[src/rtl/chr_dec_pkg.sv]
package chr_dec_pkg;
  localparam int AC_W   = 7;
  localparam int CG_W   = 6;
  localparam int ICON_W = 4;
  localparam int BYTE_W = 8;
  localparam int NIB_W  = BYTE_W / 2;

  typedef enum logic [1:0] {
    TGT_TEXT  = 2'd0,
    TGT_GLYPH = 2'd1,
    TGT_ICON  = 2'd2
  } ramTgt_e;

  typedef struct packed {
    logic              ldFunc;
    logic              ldEntry;
    logic              ldDisp;
    logic              ldBias;
    logic              ldPower;
    logic              ldContrast;
    logic              ldMode;
    logic              ldAddr;
    ramTgt_e           addrTgt;
    logic              home;
    logic              clear;
    logic              step;
    logic              stepUseEntry;
    logic              stepUp;
    logic [BYTE_W-1:0] arg;
  } ctrlStrobe_t;

  function automatic logic [AC_W-1:0] tgtMask(input ramTgt_e t);
    case (t)
      TGT_GLYPH: tgtMask = AC_W'((1 << CG_W) - 1);
      TGT_ICON:  tgtMask = AC_W'((1 << ICON_W) - 1);
      default:   tgtMask = '1;
    endcase
  endfunction
endpackage

[src/rtl/chr_dec_ctrl.sv]
module chr_dec_ctrl
  import chr_dec_pkg::*;
#(
  parameter int BUSY_CYC  = 3,
  parameter int CLEAR_CYC = 12
) (
  input  logic              clk,
  input  logic              rstN,
  input  logic              wrEn,
  input  logic              rdEn,
  input  logic              isData,
  input  logic [BYTE_W-1:0] busIn,
  input  logic              busWide,
  input  logic [1:0]        tableSel,
  output ctrlStrobe_t       sb,
  output logic              busy,
  output logic              ramWe,
  output logic              ramRe,
  output logic [BYTE_W-1:0] ramWdata,
  output logic              clearPulse,
  output logic              shiftPulse,
  output logic              shiftRight
);
  localparam int CNT_W = $clog2(CLEAR_CYC + 1);

  logic [CNT_W-1:0] busyCnt;
  logic             nibPending;
  logic [NIB_W-1:0] nibHi;
  logic             wrOk, byteDone, instrGo, dataWr, dataRd, recog;
  logic [BYTE_W-1:0] fullByte;

  assign busy     = (busyCnt != '0);
  assign wrOk     = wrEn && !busy;
  assign byteDone = wrOk && (busWide || nibPending);
  assign fullByte = busWide ? busIn : {nibHi, busIn[BYTE_W-1:NIB_W]};
  assign instrGo  = byteDone && !isData;
  assign dataWr   = byteDone && isData;
  assign dataRd   = rdEn && isData && !busy && !wrEn;

  // nibble pairing for the narrow bus
  always_ff @(posedge clk or negedge rstN) begin
    if (!rstN) begin
      nibPending <= 1'b0;
      nibHi      <= '0;
    end else if (busWide) begin
      nibPending <= 1'b0;
    end else if (wrOk) begin
      if (!nibPending) nibHi <= busIn[BYTE_W-1:NIB_W];
      nibPending <= !nibPending;
    end
  end

  // banked decode
  always_comb begin
    sb         = '0;
    sb.arg     = fullByte;
    sb.addrTgt = TGT_TEXT;
    recog      = 1'b0;
    shiftPulse = 1'b0;
    if (instrGo) begin
      casez (fullByte)
        8'b1???????: begin sb.ldAddr = 1'b1; recog = 1'b1; end
        8'b00000001: begin sb.clear = 1'b1; recog = 1'b1; end
        8'b0000001?: begin sb.home = 1'b1; recog = 1'b1; end
        8'b000001??: begin sb.ldEntry = 1'b1; recog = 1'b1; end
        8'b00001???: begin sb.ldDisp = 1'b1; recog = 1'b1; end
        8'b001?????: begin sb.ldFunc = 1'b1; recog = 1'b1; end
        8'b0001????: begin
          case (tableSel)
            2'd0: begin
              recog = 1'b1;
              if (fullByte[3]) shiftPulse = 1'b1;
              else begin
                sb.step   = 1'b1;
                sb.stepUp = fullByte[2];
              end
            end
            2'd1: begin sb.ldBias = 1'b1; recog = 1'b1; end
            2'd2: begin sb.ldMode = 1'b1; recog = 1'b1; end
            default: recog = 1'b0;
          endcase
        end
        8'b01??????: begin
          if (tableSel == 2'd0) begin
            sb.ldAddr  = 1'b1;
            sb.addrTgt = TGT_GLYPH;
            recog      = 1'b1;
          end else if (tableSel == 2'd1) begin
            case (fullByte[5:4])
              2'b00: begin sb.ldAddr = 1'b1; sb.addrTgt = TGT_ICON; recog = 1'b1; end
              2'b10: begin sb.ldPower = 1'b1; recog = 1'b1; end
              2'b11: begin sb.ldContrast = 1'b1; recog = 1'b1; end
              default: recog = 1'b0;
            endcase
          end
        end
        default: recog = 1'b0;
      endcase
    end else if (dataWr || dataRd) begin
      sb.step         = 1'b1;
      sb.stepUseEntry = 1'b1;
    end
  end

  assign ramWe      = dataWr;
  assign ramRe      = dataRd;
  assign ramWdata   = fullByte;
  assign clearPulse = sb.clear;
  assign shiftRight = shiftPulse && fullByte[2];

  // busy countdown
  always_ff @(posedge clk or negedge rstN) begin
    if (!rstN) busyCnt <= '0;
    else if (sb.clear) busyCnt <= CNT_W'(CLEAR_CYC);
    else if (recog || dataWr || dataRd) busyCnt <= CNT_W'(BUSY_CYC);
    else if (busy) busyCnt <= busyCnt - 1'b1;
  end
endmodule

[src/rtl/chr_dec_dp.sv]
module chr_dec_dp
  import chr_dec_pkg::*;
(
  input  logic            clk,
  input  logic            rstN,
  input  ctrlStrobe_t     sb,
  output logic [AC_W-1:0] ac,
  output ramTgt_e         tgt,
  output logic            busWide,
  output logic [1:0]      tableSel,
  output logic            incMode,
  output logic            entryShift,
  output logic            dispOn,
  output logic            cursorOn,
  output logic            blinkOn,
  output logic [1:0]      biasSel,
  output logic [1:0]      followOpt,
  output logic            iconOn,
  output logic            boostOn,
  output logic            regOn,
  output logic            followOn,
  output logic [3:0]      contrastLow,
  output logic            dblPos,
  output logic            dblOn,
  output logic [1:0]      lineCnt
);
  logic            stepDirUp;
  logic [AC_W-1:0] stepVal, loadVal;

  assign stepDirUp = sb.stepUseEntry ? incMode : sb.stepUp;
  assign stepVal   = (stepDirUp ? ac + 1'b1 : ac - 1'b1) & tgtMask(tgt);
  assign loadVal   = sb.arg[AC_W-1:0] & tgtMask(sb.addrTgt);

  // address counter and target
  always_ff @(posedge clk or negedge rstN) begin
    if (!rstN) begin
      ac  <= '0;
      tgt <= TGT_TEXT;
    end else if (sb.clear || sb.home) begin
      ac  <= '0;
      tgt <= TGT_TEXT;
    end else if (sb.ldAddr) begin
      ac  <= loadVal;
      tgt <= sb.addrTgt;
    end else if (sb.step) begin
      ac  <= stepVal;
    end
  end

  // configuration registers
  always_ff @(posedge clk or negedge rstN) begin
    if (!rstN) begin
      busWide     <= 1'b1;
      tableSel    <= 2'd0;
      incMode     <= 1'b1;
      entryShift  <= 1'b0;
      dispOn      <= 1'b0;
      cursorOn    <= 1'b0;
      blinkOn     <= 1'b0;
      biasSel     <= '0;
      followOpt   <= '0;
      iconOn      <= 1'b0;
      boostOn     <= 1'b0;
      regOn       <= 1'b0;
      followOn    <= 1'b0;
      contrastLow <= '0;
      dblPos      <= 1'b0;
      dblOn       <= 1'b0;
      lineCnt     <= '0;
    end else begin
      if (sb.ldFunc) begin
        busWide  <= sb.arg[4];
        tableSel <= sb.arg[1:0];
      end
      if (sb.ldEntry) begin
        incMode    <= sb.arg[1];
        entryShift <= sb.arg[0];
      end
      if (sb.clear) incMode <= 1'b1;
      if (sb.ldDisp) begin
        dispOn   <= sb.arg[2];
        cursorOn <= sb.arg[1];
        blinkOn  <= sb.arg[0];
      end
      if (sb.ldBias) begin
        biasSel   <= sb.arg[3:2];
        followOpt <= sb.arg[1:0];
      end
      if (sb.ldPower) begin
        iconOn   <= sb.arg[3];
        boostOn  <= sb.arg[2];
        regOn    <= sb.arg[1];
        followOn <= sb.arg[0];
      end
      if (sb.ldContrast) contrastLow <= sb.arg[3:0];
      if (sb.ldMode) begin
        dblPos  <= sb.arg[3];
        dblOn   <= sb.arg[2];
        lineCnt <= sb.arg[1:0];
      end
    end
  end
endmodule

[src/rtl/chr_instr_decoder.sv]
module chr_instr_decoder
  import chr_dec_pkg::*;
#(
  parameter int BUSY_CYC  = 3,
  parameter int CLEAR_CYC = 12
) (
  input  logic       clk,
  input  logic       rstN,
  input  logic       wrEn,
  input  logic       rdEn,
  input  logic       isData,
  input  logic [7:0] busIn,
  output logic [7:0] busOut,
  output logic       busy,
  output logic       ramWe,
  output logic       ramRe,
  output logic [1:0] ramSel,
  output logic [6:0] ramAddr,
  output logic [7:0] ramWdata,
  input  logic [7:0] ramRdata,
  output logic       clearPulse,
  output logic       shiftPulse,
  output logic       shiftRight,
  output logic       busWide,
  output logic [1:0] tableSel,
  output logic       incMode,
  output logic       entryShift,
  output logic       dispOn,
  output logic       cursorOn,
  output logic       blinkOn,
  output logic [1:0] biasSel,
  output logic [1:0] followOpt,
  output logic       iconOn,
  output logic       boostOn,
  output logic       regOn,
  output logic       followOn,
  output logic [3:0] contrastLow,
  output logic       dblPos,
  output logic       dblOn,
  output logic [1:0] lineCnt
);
  ctrlStrobe_t sb;
  ramTgt_e     tgt;

  chr_dec_ctrl #(.BUSY_CYC(BUSY_CYC), .CLEAR_CYC(CLEAR_CYC)) u_ctrl (
    .clk(clk), .rstN(rstN), .wrEn(wrEn), .rdEn(rdEn), .isData(isData),
    .busIn(busIn), .busWide(busWide), .tableSel(tableSel), .sb(sb),
    .busy(busy), .ramWe(ramWe), .ramRe(ramRe), .ramWdata(ramWdata),
    .clearPulse(clearPulse), .shiftPulse(shiftPulse), .shiftRight(shiftRight)
  );

  chr_dec_dp u_dp (
    .clk(clk), .rstN(rstN), .sb(sb), .ac(ramAddr), .tgt(tgt),
    .busWide(busWide), .tableSel(tableSel), .incMode(incMode),
    .entryShift(entryShift), .dispOn(dispOn), .cursorOn(cursorOn),
    .blinkOn(blinkOn), .biasSel(biasSel), .followOpt(followOpt),
    .iconOn(iconOn), .boostOn(boostOn), .regOn(regOn), .followOn(followOn),
    .contrastLow(contrastLow), .dblPos(dblPos), .dblOn(dblOn), .lineCnt(lineCnt)
  );

  assign ramSel = tgt;
  assign busOut = isData ? ramRdata : {busy, ramAddr};
endmodule

[config.mk]
export PLATFORM = sky130hd
export DESIGN_NAME = chr_instr_decoder
export DESIGN_NICKNAME = d
export VERILOG_FILES = /design/src/rtl/chr_dec_pkg.sv /design/src/rtl/chr_dec_ctrl.sv /design/src/rtl/chr_dec_dp.sv /design/src/rtl/chr_instr_decoder.sv
export SDC_FILE = /design/constraint.sdc
export NUM_CORES = 1
export LEC_CHECK = 0
export BUFFER_PORTS_ARGS = -buffer_cell sky130_fd_sc_hd__buf_2
export CAP_MARGIN = 15
export CELL_PAD_IN_SITES_DETAIL_PLACEMENT = 0
export CELL_PAD_IN_SITES_GLOBAL_PLACEMENT = 1
export CORE_MARGIN = 2
export CORE_UTILIZATION = 36
export CTS_CLUSTER_DIAMETER = 80
export DETAILED_ROUTE_END_ITERATION = 8
export PLACE_DENSITY = 0.79
export REMOVE_ABC_BUFFERS = 1
export SLEW_MARGIN = 25
export SYNTH_ARGS = -nofsm -noshare
export SYNTH_HDL_FRONTEND = slang
export SYNTH_SLANG_ARGS = --single-unit
[constraint.sdc]
create_clock -name clk -period 2.9 [get_ports clk]
set_input_delay 0.87 -clock clk [delete_from_list [all_inputs] [get_ports clk]]
set_output_delay 0.87 -clock clk [all_outputs]
set_load 0.01 [all_outputs]
==> results.ini, run 1 <==
[final_layout]
final_util_pct=51.30
final_cell_mix=buf_2 (73), buf_4 (60), dfrtp_1 (40), nand2_1 (24), nor2_1 (24)
layout_commonest_cell=buf_2
antenna_cells=0
synthToLayoutAreaGrowth_pct=39.55
nets=454
drive_gt1_share_pct=46.70

[yosys]
ys_types=63
synth_xor_area_share_pct=2.058
synth_compound_area_share_pct=20.31
syn_area_um2=2796
ys.flop_type=dfrtp_1
synthMuxAreaShare_pct=7.562
yosysWarningCount=0
synth_top_family_by_area=simple AND/OR/NAND/NOR gates
async_reset_ff_share_pct=100.0
synth_seq_cells=42
syn_inst=293
synth_edf_count=0
synthAdderAreaFrac_pct=4.743
synthSimpleGateAreaFrac_pct=21.12
yosysSeqAreaShare_pct=37.67
avgSynthCellArea_um2=9.544

[floorplan]
start_util_pct=36.76
core_um2=7607
die-width_um=92.14
die_y_um=92.14
io_pins=76
die_area_um2=8489
rows=32

[sta]
slew_headroom_pct=45.00
setup_tns_ns=-0.09299
rsz0062_at_grt=yes
finalHoldViolations=0
timing.fmax_mhz=334.1
max_slew.worst_pin.slew_ns=0.8211
finalSetupViolCount=1
fin_crit_sh_pct=103.2
period_minus_slack_ns=2.993
final_max_slew_viol_count=0
clock_skew_ns=0.006839
fin_ws_ns=-0.09299
hold_ws_ns=0.3423

[route]
routed_wl_um=8388
drc_errors=0
drtIter0Drc=135
postRouteAntennaNets=0
post_drt_wl_per_cell_um=15.95
dr.pass1.iters=4
vias_per_cell=5.150
vias=2709

[worst_setup_path]
cp_data_required_time_ns=2.03
crit_slowest_cell=or3_4
critPathKind=in2out
cp-start-kind=input port
path_max_fanout=3
crit_path_end_kind=output pin
crit_buf_inv=4
max_stage_delay_ns=0.39
critPathArrivalTime_ns=2.12
crit_chain=buf_8, nand4bb_4, buf_6, or3_4, or3_4, inv_4, buf_6
path_delay_family=simple AND/OR/NAND/NOR gates

[power_and_ir_drop]
swShare_pct=41.12
clockPowerShare_pct=13.7
p_int_w=0.001787
p_leak_nw=1.913
report.power.total_w=0.003034
powerDensity_nw_per_um2=777.5
power_frac_seq_pct=29.4
irDropWorstVdd_uv=300.1
power_frac_comb_pct=56.8
power.switching_w=0.001247

[placed_design]
dp_hpwl_um=6338
gp_routability_congestion=0.9007
portBuffers=75

[clocking]
clock-root-buffer=clkbuf_8
htree_levels=2
cts_buffers=5
clock_path_buffers=2
clkLatencyLatePin_ns=0.30
clk_pin_slew_worst_paths_ns=0.09
cts_tree=built
cts_sinks=42

[outcome]
violations=negative setup slack
status=complete, but fails checks

[global_route]
grt_pass1_vias=2620
grt_pass1_wl_um=13160
grt_usage_pct=19.58
gr-total-overflow=0
grt_max_degree=41
antenna_found_initial=0

[flow_run]
maxCapViolCount=0

[hold_path]
hold_class=in2async

## metal layers
metal / global-route usage [%] / up-vias / part of all wire, % / routed length [um]
met5: 0 / - / 0 / 0
met4: 4.851 / 0 / 0.87 / 73
met2: 31.74 / 96 / 47 / 3951
met3: 4.273 / 6 / 6.8 / 573
met1: 26.69 / 1304 / 45 / 3790
li1: - / 1303 / - / -
## repair_timing
action                     4_1_cts  5_1_grt
hold buffers                     0        0
setup endpoints to repair        6        6
pin swaps                        2        2
buffers inserted                 4        4
gates resized for setup         21       13
## synth_stat cells, types with 4 or more instances
library cell	number	share of area, %
dfrtp_1	40	36
nor2_1	27	3.6
nand2_1	24	3.2
inv_1	20	2.7
o21ai_0	19	3.4
a21oi_1	15	2.7
mux2_2	11	4.4
buf_4	9	2.4
ha_1	9	4.0
a211oi_1	7	1.9
nor3_1	6	1.1
o21ai_1	6	1.1
mux2i_1	5	1.8
nand3_1	5	0.89
o21a_1	5	1.3
or3_1	5	1.1
a31oi_1	4	0.89
nand2b_1	4	0.89
## cell families (layout without fill, tap and decap cells)
| kind of cell | after synthesis | in the layout |
|---|---|---|
| AO/OA/AOI/OAI | 79 | 79 |
| XOR/XNOR | 5 | 5 |
| adder cells (fa/ha/maj) | 10 | 10 |
| buffers and inverters | 35 | 166 |
| flip-flops | 42 | 42 |
| multiplexers | 18 | 18 |
| AND/OR/NAND/NOR | 104 | 104 |
## layout make-up
type	instances	area, um2
Timing Repair Buffer	138	875.8
Multi-Input combinational cell	216	1673
Sequential cell	42	1054
Tap cell	102	127.6
Clock buffer	7	86.33
Inverter	20	77.57
Clock inverter	1	8.758
Fill cell	747	3705
## power groups by stage
stage	registers, W	logic, W	clock network, W
finish	0.000893	0.00172	0.000417
global route	0.000916	0.00188	0.000447
CTS	0.000887	0.00163	0.000424
detailed placement	0.000894	0.00157	0
global placement	0.000895	0.00154	0
floorplan	0.000918	0.000895	0
## per-stage QoR
stage	std cells	setup WS, ns	cell area, um2
5_1_grt	526	-0.1248	3902
6_report	526	-0.09299	3902
3_3_place_gp	510	-0.3153	3605
2_1_floorplan	278	-0.2676	2689
4_1_cts	522	-0.05982	3810
3_5_place_dp	510	-0.4048	3605
## worst paths after layout
kind                              startpoint            to  slack (ns)  cells after the start
setup reg to reg           u_ctrl.busyCnt[1]    u_dp.ac[5]        0.03                     14
max in group asynchronous               rstN  u_dp.busWide        1.84                      2
hold / removal                          rstN    u_dp.ac[2]        0.34                      1
setup / recovery                        wrEn    clearPulse       -0.09                      7
hold reg to reg                   u_dp.dblOn    u_dp.dblOn        0.49                      2
min in group clk                  u_dp.dblOn    u_dp.dblOn        0.49                      2
## sequential cells by signal, indices dropped and copies added, names as in the netlist, 2 cells and up
register          cells
u_ctrl.nibHi          4
u_dp.followOpt        2
u_dp.ac               7
u_dp.biasSel          2
u_dp.contrastLow      4
u_dp.tableSel         2
u_dp.tgt              2
u_ctrl.busyCnt        4
u_dp.lineCnt          2
Power figures use the tool's default switching activity.
==> inputs of run 2 (changes only) <==
GPL_TIMING_DRIVEN = 0   (was default)
TNS_END_PERCENT = 1   (was default)
==> results.ini, run 2 (synthesis results as in run 1) <==
[worst_setup_path]
crit_start=busIn[6]
r2r_start=u_ctrl.busyCnt[1]
crit_buf_inv=3
crit_slowest_cell=or3_4
crit_path_end_kind=output pin
path_delay_family=simple AND/OR/NAND/NOR gates
critPathKind=in2out
cp_data_required_time_ns=2.03
critPathArrivalTime_ns=2.17
crit_chain=buf_2, or2_4, mux2_4, or3_4, inv_1, buf_2
max_stage_delay_ns=0.40
path_max_fanout=6
cp-start-kind=input port
crit_top_cell=buf_2

[route]
routed_wl_um=7630
postRouteAntennaNets=0
drc_errors=0
dr.pass1.iters=4
vias_per_cell=5.242
vias=2511
post_drt_wl_per_cell_um=15.93
drtIter0Drc=140

[global_route]
gr-total-overflow=0
grt_usage_pct=18.23
grt_pass1_vias=2421
antenna_found_initial=0
grt_max_degree=43
grt_pass1_wl_um=12260

[clocking]
cts_tree=built
clk_pin_slew_worst_paths_ns=0.08
cts_sinks=42
clock-root-buffer=clkbuf_8
cts_buffers=5
clock_path_buffers=2
htree_levels=2
clkLatencyLatePin_ns=0.30

[power_and_ir_drop]
powerDensity_nw_per_um2=800.1
p_leak_nw=1.683
irDropWorstVdd_uv=384.6

[sta]
hold_ws_ns=0.4846
finalSetupViolCount=4
fin_crit_sh_pct=104.8
timing.fmax_mhz=329.1
rsz0062_at_grt=yes
slew_headroom_pct=55.07
fin_ws_ns=-0.1389
final_max_slew_viol_count=0
finalHoldViolations=0
max_slew.worst_pin.slew_ns=0.6719
clock_skew_ns=0.004749
period_minus_slack_ns=3.039

[outcome]
status=complete, but fails checks
violations=negative setup slack

[final_layout]
fin_area_um2=3555
final_cell_mix=buf_2 (71), dfrtp_1 (40), nor2_1 (25), nand2_1 (24)
largest_reg_flops=7
layout_commonest_cell=buf_2
top_register=u_dp.ac
drive_gt1_share_pct=40.32
final_util_pct=46.73
antenna_cells=0
synthToLayoutAreaGrowth_pct=27.11
finalNonFillerCells=479
nets=407

[floorplan]
die_y_um=92.14
start_util_pct=36.76
die-width_um=92.14
die_area_um2=8489
rows=32
io_pins=76
core_um2=7607

[hold_path]
hold_class=reg2reg
min-delay-start=u_dp.dblPos

[placed_design]
portBuffers=75
gp_routability_congestion=0.8101
dp_cells=455
dp_hpwl_um=5499
place_area_um2=3192

[flow_run]
maxCapViolCount=0

-- run 2: tightest hold or removal path: stages, from the launching register on --
cell,delay [ns]
dfrtp_1,0.35
nand2_1,0.04
o21ai_0,0.06
-- run 2: metrics by stage --
stage	setup slack (ns)	TNS [ns]	power, W
6_report	-0.1389	-0.2894	0.002844
5_1_grt	-0.2454	-1.259	0.003065
4_1_cts	-0.1379	-0.3487	0.002776
3_5_place_dp	-0.7298	-3.445	0.002232
3_3_place_gp	-0.7525	-3.465	0.002198
2_1_floorplan	-0.2676	-0.8174	0.001814
-- run 2: cell type report --
class,count,area [um2]
inverters,20,77.57
clock buffers,7,86.33
fillers,769,4053
multi-input cells,216,1688
clock inverters,1,8.758
flip-flops and latches,42,1057
repair buffers,91,509.2
well taps,102,127.6
-- run 2: timing repair --
| item | 4_1_cts | 5_1_grt |
|---|---|---|
| gates resized for setup | 22 | 8 |
| setup endpoints to repair | 12 | 9 |
| setup buffers | 11 | 5 |
| hold buffers | 0 | 0 |
| pin swaps | 7 | 10 |
-- run 2: final timing paths --
kind                            depth (start not counted)  slack [ns]            to
worst max-delay path                                    6       -0.14    clearPulse
worst min-delay path                                    2        0.48   u_dp.dblPos
worst max register to register                         13       -0.07    u_dp.ac[5]
worst min register to register                          2        0.48   u_dp.dblPos
max in group asynchronous                               1        1.98  u_dp.busWide
min in group asynchronous                               1        0.53    u_dp.ac[2]
-- run 2: metal layers --
metal	wire (um)	GRT usage [%]	vias up
met3	573	5.423	9
met2	3473	28.68	86
met4	82	4.975	0
met5	0	0	-
met1	3500	24.48	1203
li1	-	-	1213
-- run 2: power by group --
group	internal, W	switching [W]
Sequential	0.000735	0.000174
Clock	0.000197	0.000214
Combinational	0.000720	0.000804
==> inputs of run 3 (changes only) <==
CELL_PAD_IN_SITES_DETAIL_PLACEMENT = default   (was 0)
CELL_PAD_IN_SITES_GLOBAL_PLACEMENT = default   (was 1)
CORE_UTILIZATION = 42   (was 36)
PLACE_DENSITY = 0.71   (was 0.79)
==> results.ini, run 3 (synthesis results as in run 1) <==
[floorplan]
rows=29
die_y_um=85.60
start_util_pct=43.79
die-width_um=85.60
io_pins=76
core_um2=6386
die_area_um2=7327

[route]
dr.pass1.iters=4
postRouteAntennaNets=0
drtIter0Drc=174
post_drt_wl_per_cell_um=16.38
vias=2526
vias_per_cell=5.588
drc_errors=0
routed_wl_um=7405

[clocking]
cts_buffers=5
clock-root-buffer=clkbuf_8
clk_pin_slew_worst_paths_ns=0.08
cts_tree=built
cts_hold_buf=0
htree_levels=2
clock_path_buffers=2
cts_sinks=42
clkLatencyLatePin_ns=0.30

[sta]
period_minus_slack_ns=2.967
fin_crit_sh_pct=102.3
final_max_slew_viol_count=0
rsz0062_at_grt=yes
fin_ws_ns=-0.06734
finalSetupViolCount=4
finalHoldViolations=0
max_slew.worst_pin.slew_ns=0.6294
hold_ws_ns=0.4875
clock_skew_ns=0.006471
timing.fmax_mhz=337.0
setup_tns_ns=-0.1116
slew_headroom_pct=57.91

[final_layout]
drive_gt1_share_pct=40.80
final_cell_mix=buf_2 (69), dfrtp_1 (40), nor2_1 (26), nand2_1 (24), o21ai_0 (18)
final_util_pct=56.41
top_register=u_dp.ac
synthToLayoutAreaGrowth_pct=28.81
antenna_cells=0
layout_commonest_cell=buf_2
nets=405
fillers=566
finalNonFillerCells=452
largest_reg_flops=7

[outcome]
violations=negative setup slack
status=complete, but fails checks

[hold_path]
min-delay-start=u_dp.boostOn
hold_class=reg2reg
holdPathStages=2
min_to=u_dp.boostOn

[worst_setup_path]
reg2reg_depth=13
critPathKind=in2out
cp-start-kind=input port
critPathArrivalTime_ns=2.10
regToRegSetupSlack_ns=-0.03
path_max_fanout=8
r2r-end=u_dp.ac[5]
cp_data_required_time_ns=2.03
crit_path_end_kind=output pin
r2r_start=u_dp.busWide

[power_and_ir_drop]
irDropWorstVdd_uv=466.7
report.power.total_w=0.002997
powerDensity_nw_per_um2=832.0
p_leak_nw=1.710

[global_route]
grt_usage_pct=20.75
gr-total-overflow=0
grt_pass1_wl_um=12260
antenna_found_initial=0
grt_pass1_vias=2507
grt_max_degree=43

[placed_design]
gp_routability_congestion=0.8532
dp_hpwl_um=5234
dp_cells=430
portBuffers=75

[flow_run]
maxCapViolCount=0

run 3: worst max-delay path by stage:
stage / from / cells past startpoint / endpoint / slack (ns)
finish: busIn[7] / 6 / clearPulse / -0.07
floorplan: busIn[6] / 12 / u_dp.ac[5] / -0.27
global placement: busIn[7] / 13 / u_dp.ac[5] / -0.74
global route: u_dp.busWide / 13 / u_dp.ac[6] / -0.19
CTS: wrEn / 12 / u_dp.ac[5] / -0.08
detailed placement: busIn[7] / 13 / u_dp.ac[5] / -0.71
run 3: cell type report:
class / instances / area, um2 / share of cell area, %
Multi-Input combinational cell: 216 / 1709 / 47.45
Sequential cell: 42 / 1057 / 29.35
Timing Repair Buffer: 89 / 519.2 / 14.41
Tap cell: 77 / 96.34 / 2.675
Clock buffer: 6 / 82.58 / 2.292
Inverter: 20 / 77.57 / 2.154
Clock inverter: 2 / 60.06 / 1.667
run 3: timing repair:
| item | in CTS | in global routing |
|---|---|---|
| resized for setup | 33 | 8 |
| setup endpoints to repair | 12 | 10 |
| setup buffers | 11 | 3 |
| pin swaps | 12 | 2 |
run 3: worst max-delay path, cell delays in order:
cell	delay, ns
buf_12	0.11
or2_4	0.26
mux2_4	0.27
or3_4	0.41
inv_2	0.08
buf_6	0.10
run 3: power breakdown:
part / internal (W) / switching, W / leakage [nW]
Sequential: 0.000736 / 0.000171 / 0.540
Combinational: 0.000711 / 0.000805 / 1.10
Clock: 0.000367 / 0.000207 / 0.0714
run 3: per-stage QoR:
step                instance area (um2)  setup slack (ns)
floorplan                          2689           -0.2676
CTS                                3528          -0.08030
global placement                   3161           -0.7389
global route                       3602           -0.1905
finish                             3602          -0.06734
detailed placement                 3161           -0.7085
run 3: layer usage:
layer	vias to the layer above	global-route usage [%]	part of all wire (%)
met2	89	32.46	48
li1	1201	-	-
met4	0	5.195	1.1
met5	-	0	0
met3	11	4.716	6.6
met1	1225	29.29	44
